--- config.mk ---
export PLATFORM = sky130hd
export DESIGN_NAME = uart_tx_gen
export DESIGN_NICKNAME = d
export VERILOG_FILES = /design/src/rtl/uart_tx_pkg.sv /design/src/rtl/uart_tx_period.sv /design/src/rtl/uart_tx_counter.sv /design/src/rtl/uart_tx_gen.sv
export SDC_FILE = /design/constraint.sdc
export NUM_CORES = 1
export LEC_CHECK = 0
export ABC_CLOCK_PERIOD_IN_PS = 3940
export CAP_MARGIN = 10
export CORE_ASPECT_RATIO = 0.7
export CORE_UTILIZATION = 51
export DETAILED_ROUTE_END_ITERATION = 12
export PLACE_DENSITY = 0.74
export SLEW_MARGIN = 30
export SYNTH_ARGS = -nofsm -noshare
export SYNTH_HDL_FRONTEND = slang
export SYNTH_SLANG_ARGS = --single-unit
--- constraint.sdc ---
create_clock -name clk -period 3.94 [get_ports clk]
set_input_delay 0.788 -clock clk [delete_from_list [all_inputs] [get_ports clk]]
set_output_delay 0.788 -clock clk [all_outputs]
set_load 0.02 [all_outputs]
--- src/rtl/uart_tx_pkg.sv ---
package uart_tx_pkg;
    localparam int DATA_BITS  = 8;
    localparam int FRAME_BITS = DATA_BITS + 2;   // start + data + stop

    typedef enum logic [1:0] {
        ST_IDLE,
        ST_START,
        ST_DATA,
        ST_STOP
    } tx_state_e;
endpackage

--- src/rtl/uart_tx_period.sv ---
// Combinational bit-period calculator: yields period minus one.
module uart_tx_period #(
    parameter int DIV_W = 12
) (
    input  logic [DIV_W-1:0] div,
    input  logic             offset,
    input  logic             stretch,
    output logic [DIV_W:0]   period_m1
);
    logic [DIV_W:0] eff_div;

    always_comb begin
        // A zero divider would stall the counter; use one instead.
        eff_div   = (div == '0) ? (DIV_W+1)'(1) : {1'b0, div};
        period_m1 = eff_div + {{DIV_W{1'b0}}, offset}
                            + {{DIV_W{1'b0}}, stretch}
                            - (DIV_W+1)'(1);
    end
endmodule

--- src/rtl/uart_tx_counter.sv ---
// Loadable down counter; expired is high while the count sits at zero.
module uart_tx_counter #(
    parameter int CNT_W = 13
) (
    input  logic             clk,
    input  logic             rst_n,
    input  logic             load,
    input  logic [CNT_W-1:0] load_val,
    output logic             expired
);
    logic [CNT_W-1:0] cnt_q;

    always_ff @(posedge clk or negedge rst_n) begin
        if (!rst_n) begin
            cnt_q <= '0;
        end else if (load) begin
            cnt_q <= load_val;
        end else if (cnt_q != '0) begin
            cnt_q <= cnt_q - CNT_W'(1);
        end
    end

    assign expired = (cnt_q == '0);
endmodule

--- src/rtl/uart_tx_gen.sv ---
module uart_tx_gen
    import uart_tx_pkg::*;
#(
    parameter int DIV_W = 12
) (
    input  logic                  clk,
    input  logic                  rst_n,
    input  logic [DATA_BITS-1:0]  in_data,
    input  logic                  in_valid,
    output logic                  in_ready,
    input  logic [DIV_W-1:0]      rx_div,
    input  logic                  tx_offset,
    input  logic [FRAME_BITS-1:0] corr_mask,
    output logic                  tx_line,
    output logic                  busy
);
    localparam int IDX_W  = $clog2(FRAME_BITS);
    localparam int DSEL_W = $clog2(DATA_BITS);
    localparam int CNT_W  = DIV_W + 1;

    tx_state_e             state, nxt_state;
    logic [IDX_W-1:0]      idx_q, idx_d;
    logic [DATA_BITS-1:0]  data_q;
    logic [DIV_W-1:0]      div_q;
    logic                  off_q;
    logic [FRAME_BITS-1:0] mask_q;

    logic                  accept;
    logic                  expired;
    logic                  bit_end;
    logic                  load;
    logic [DIV_W-1:0]      sel_div;
    logic                  sel_off;
    logic [FRAME_BITS-1:0] sel_mask;
    logic                  stretch;
    logic [CNT_W-1:0]      period_m1;
    logic [IDX_W-1:0]      dpos;
    logic                  line_d;

    assign in_ready = (state == ST_IDLE);
    assign accept   = in_valid && in_ready;
    assign bit_end  = (state != ST_IDLE) && expired;

    // Next state and next frame-bit index
    always_comb begin
        nxt_state = state;
        idx_d     = idx_q;
        unique case (state)
            ST_IDLE: begin
                if (accept) begin
                    nxt_state = ST_START;
                    idx_d     = '0;
                end
            end
            ST_START: begin
                if (bit_end) begin
                    nxt_state = ST_DATA;
                    idx_d     = IDX_W'(1);
                end
            end
            ST_DATA: begin
                if (bit_end) begin
                    idx_d = idx_q + IDX_W'(1);
                    if (idx_q == IDX_W'(DATA_BITS)) begin
                        nxt_state = ST_STOP;
                    end
                end
            end
            ST_STOP: begin
                if (bit_end) begin
                    nxt_state = ST_IDLE;
                end
            end
        endcase
    end

    // On acceptance the live inputs set the start-bit period.
    always_comb begin
        sel_div  = accept ? rx_div    : div_q;
        sel_off  = accept ? tx_offset : off_q;
        sel_mask = accept ? corr_mask : mask_q;
        stretch  = sel_mask[idx_d];
        load     = accept || (bit_end && (nxt_state != ST_IDLE));
    end

    uart_tx_period #(.DIV_W(DIV_W)) u_period (
        .div       (sel_div),
        .offset    (sel_off),
        .stretch   (stretch),
        .period_m1 (period_m1)
    );

    uart_tx_counter #(.CNT_W(CNT_W)) u_counter (
        .clk      (clk),
        .rst_n    (rst_n),
        .load     (load),
        .load_val (period_m1),
        .expired  (expired)
    );

    // State register and per-frame capture
    always_ff @(posedge clk or negedge rst_n) begin
        if (!rst_n) begin
            state  <= ST_IDLE;
            idx_q  <= '0;
            data_q <= '0;
            div_q  <= '0;
            off_q  <= 1'b0;
            mask_q <= '0;
        end else begin
            state <= nxt_state;
            idx_q <= idx_d;
            if (accept) begin
                data_q <= in_data;
                div_q  <= rx_div;
                off_q  <= tx_offset;
                mask_q <= corr_mask;
            end
        end
    end

    // Line level of the next frame bit
    always_comb begin
        dpos = idx_d - IDX_W'(1);
        unique case (nxt_state)
            ST_IDLE:  line_d = 1'b1;
            ST_START: line_d = 1'b0;
            ST_DATA:  line_d = data_q[dpos[DSEL_W-1:0]];
            ST_STOP:  line_d = 1'b1;
        endcase
    end

    // Registered outputs
    always_ff @(posedge clk or negedge rst_n) begin
        if (!rst_n) begin
            tx_line <= 1'b1;
            busy    <= 1'b0;
        end else begin
            tx_line <= line_d;
            busy    <= (nxt_state != ST_IDLE);
        end
    end
endmodule

==> impl_metrics.env <==
export IMPL_fmaxAchievable_ghz=0.2312
export IMPL_gr_total_overflow=0
export IMPL_rows=24
export IMPL_core_area_sq_mm=0.006276
export IMPL_cp_end_kind="flop"
export IMPL_start_util=0.5313
export IMPL_status="finished with violations"
export IMPL_crit_type="flop to flop"
export IMPL_drive_gt1_frac=0.3067
export IMPL_synth_seq_area_share=0.3906
export IMPL_avgSynthCellArea_sq_um=10.76
export IMPL_route_detailed_drc=0
export IMPL_clock_latency_ps=310
export IMPL_drv_cap=0
export IMPL_grt_max_degree=33
export IMPL_clk_path_buf_depth=2
export IMPL_grt_pass1_vias=2647
export IMPL_clock_skew_ps=11.57
export IMPL_reg2reg_slack_ps=-390
export IMPL_leakage_nw=2.039
export IMPL_placed_cells=466
export IMPL_viasPerCell=5.480
export IMPL_yosys_area_top_type="dfrtp_1"
export IMPL_synth_seq_cells=52
export IMPL_htree_levels=2
export IMPL_vdd_drop_max_mv=0.3275
export IMPL_fin_tns_setup_ps=-2496
export IMPL_mostFrequentLayoutCell="buf_4"
export IMPL_finalCritPeriodShare=1.098
export IMPL_grt_util_met3=0.04536
export IMPL_rsz0062_at_grt="true"
export IMPL_dieArea_sq_mm=0.006871
export IMPL_drt_pre_antenna_iters=4
export IMPL_grt_met1_usage=0.3609
export IMPL_path_cells="inv_2 > ha_4 > nor4b_4 > nand3_2 > or2_4 > ha_4 > nand3b_1 > o221ai_4 > mux4_2 > mux2i_1 > mux2i_1 > mux2_4 > ha_4 > a21o_1 > a21o_1 > a2111oi_4 > o31ai_2 > a21oi_1 > xor2_1 > o22ai_1"
export IMPL_synthToLayoutAreaGrowth_pct=31.89
export IMPL_avgRoutedWirePerCell_um=15.68
export IMPL_synth_area_leaders="dfrtp_1, ha_1, mux2_2"
export IMPL_cp_arrival_ps=4480
export IMPL_max_stage_delay_ps=400
export IMPL_dr_first_iter_drc_count=92
export IMPL_fin_ws_ps=-385.3
export IMPL_synth_edf_count=0
export IMPL_syn_area_sq_mm=0.003334
export IMPL_synth_cell_types=60
export IMPL_power_density_mw_per_mm2=637.8
export IMPL_slew_violations=0
export IMPL_grt_usage=0.2409
export IMPL_io_pins=37
export IMPL_synth_top_area_share=0.3827
export IMPL_synth_async_reset_ratio=1.000
export IMPL_hold_violations=0
export IMPL_path_max_fanout=6
export IMPL_antenna_found_initial=0
export IMPL_period_needed_ps=4325
export IMPL_n_fill_cell=456
export IMPL_clk_pin_slew_ps=90
export IMPL_port_buffers=36
export IMPL_worst_pin_slew_ps=807.7
export IMPL_slew_headroom=0.4615
export IMPL_dp_hpwl_um=5810
export IMPL_cts_sinks=52
export IMPL_grt_util_met2=0.3678
export IMPL_diodes=0
export IMPL_min_path_type="flop to flop"
export IMPL_grt_pass1_wl_um=12920
export IMPL_cp_required_ps=4100
export IMPL_holdBufCountCts=0
export IMPL_final_cell_mix="buf_4, dfrtp_1, inv_1, clkdlybuf4s50_1"
export IMPL_violations="negative setup slack"
export IMPL_fin_cells=479
export IMPL_die_height_um=69.65
export IMPL_die_x_um=98.65
export IMPL_dr_total_vias=2625
export IMPL_utilization=0.7008
export IMPL_cts_root_buf="clkbuf_8"
export IMPL_cts_tree="done"
export IMPL_multiInputGateArea_sq_mm=0.001948
export IMPL_setup_viol=9
export IMPL_seqCellArea_sq_mm=0.001303
export IMPL_fin_nets=457
export IMPL_worstSetupStartpointType="flop"
export IMPL_cp_slowest_cell="dfrtp_1"
export IMPL_syn_inst=310
export IMPL_yosysWarnings=0
export IMPL_wirelength_um=7513
export IMPL_syn_num_nets=367
export IMPL_synth_top_flop_cell="dfrtp_1"
export IMPL_cp_common_cell="ha_4"
export IMPL_cts_made_buffers=5
export IMPL_place_congestion=0.9036
export IMPL_ant_nets=0
export IMPL_top_usage_layer="met2"
cell families after synthesis:
kind of cell / count (synthesis) / share of synthesized area
fa+ha+maj: 23 / 0.08855
flops: 52 / 0.3906
mux: 44 / 0.1670
simple gates: 66 / 0.1186
compound gates: 57 / 0.1205
buf+inv: 49 / 0.06491
xor+xnor: 19 / 0.04991
Yosys cell counts, types with 2 or more instances:
master    count
dfrtp_1      51
inv_1        39
ha_1         22
mux2_2       19
mux2i_1      17
nor2_1       15
nand2_1      13
a21oi_1      10
xnor2_1      10
xor2_1        9
o21ai_0       8
mux4_2        7
nor3_1        7
o22ai_1       6
a21o_1        5
nand3_1       5
a31oi_1       4
nand2b_1      4
buf_2         3
buf_4         3
nand4_1       3
or3_1         3
a211oi_1      2
a21oi_2       2
a41oi_1       2
nand3b_1      2
nor4_4        2
o211a_1       2
o21bai_1      2
o221ai_1      2
o31ai_1       2
where the power goes:
group	switching (mW)	internal, mW
Clock	0.182	0.189
Sequential	0.115	0.697
Combinational	0.770	0.853
Total	1.07	1.74
state kept, by name (all words and copies together) (netlist names):
| register | flops |
|---|---|
| u_counter.cnt_q | 13 |
| div_q | 12 |
| mask_q | 10 |
| data_q | 8 |
| idx_q | 4 |
| state | 2 |
| busy | 1 |
| off_q | 1 |
| tx_line | 1 |
timing repair:
item                       in CTS  in global routing
buffers inserted                5                  0
setup endpoints to repair       9                 11
pin swaps                      17                 12
resized for setup               7                  6
critical path, delay by kind of cell (launching register included):
kind	cells	cell delay [ps]
AND/OR/NAND/NOR	4	720
adder cells (fa/ha/maj)	3	560
buffers and inverters	1	90
XOR/XNOR	1	240
flip-flops	1	400
AO/OA/AOI/OAI	7	1300
multiplexers	4	880
final timing paths:
path	start	end	cells past startpoint
max	u_counter.cnt_q[0]	u_counter.cnt_q[11]	20
min	mask_q[2]	mask_q[2]	1
max reg2reg	u_counter.cnt_q[0]	u_counter.cnt_q[11]	20
min reg2reg	mask_q[2]	mask_q[2]	1
max in group asynchronous	rst_n	div_q[3]	2
min in group asynchronous	rst_n	u_counter.cnt_q[11]	1
per-stage QoR:
| stage | setup slack (ps) | instance area [sq um] | hold slack [ps] | total power [mW] |
|---|---|---|---|---|
| floorplan | -167.4 | 3410 | 452.9 | 1.767 |
| global placement | -468.8 | 4193 | 487.1 | 2.268 |
| detailed placement | -571.8 | 4193 | 495.8 | 2.315 |
| CTS | -398.0 | 4368 | 518.2 | 2.759 |
| global route | -642.7 | 4398 | 534.8 | 3.009 |
| finish | -385.3 | 4398 | 513.2 | 2.805 |
cell type report:
cell class,instances,share of cell area
Sequential cell,52,0.2962
Inverter,40,0.03414
Clock inverter,2,0.007966
Multi-Input combinational cell,209,0.4430
Timing Repair Buffer,92,0.1801
Clock buffer,6,0.01650
Tap cell,78,0.02219
routing by layer:
| metal | routed length, um | vias up |
|---|---|---|
| met3 | 331 | 7 |
| met5 | 0 | - |
| met2 | 3415 | 60 |
| met1 | 3713 | 1281 |
| li1 | - | 1277 |
| met4 | 53 | 0 |
No activity file was read; power rests on OpenSTA's default activity.
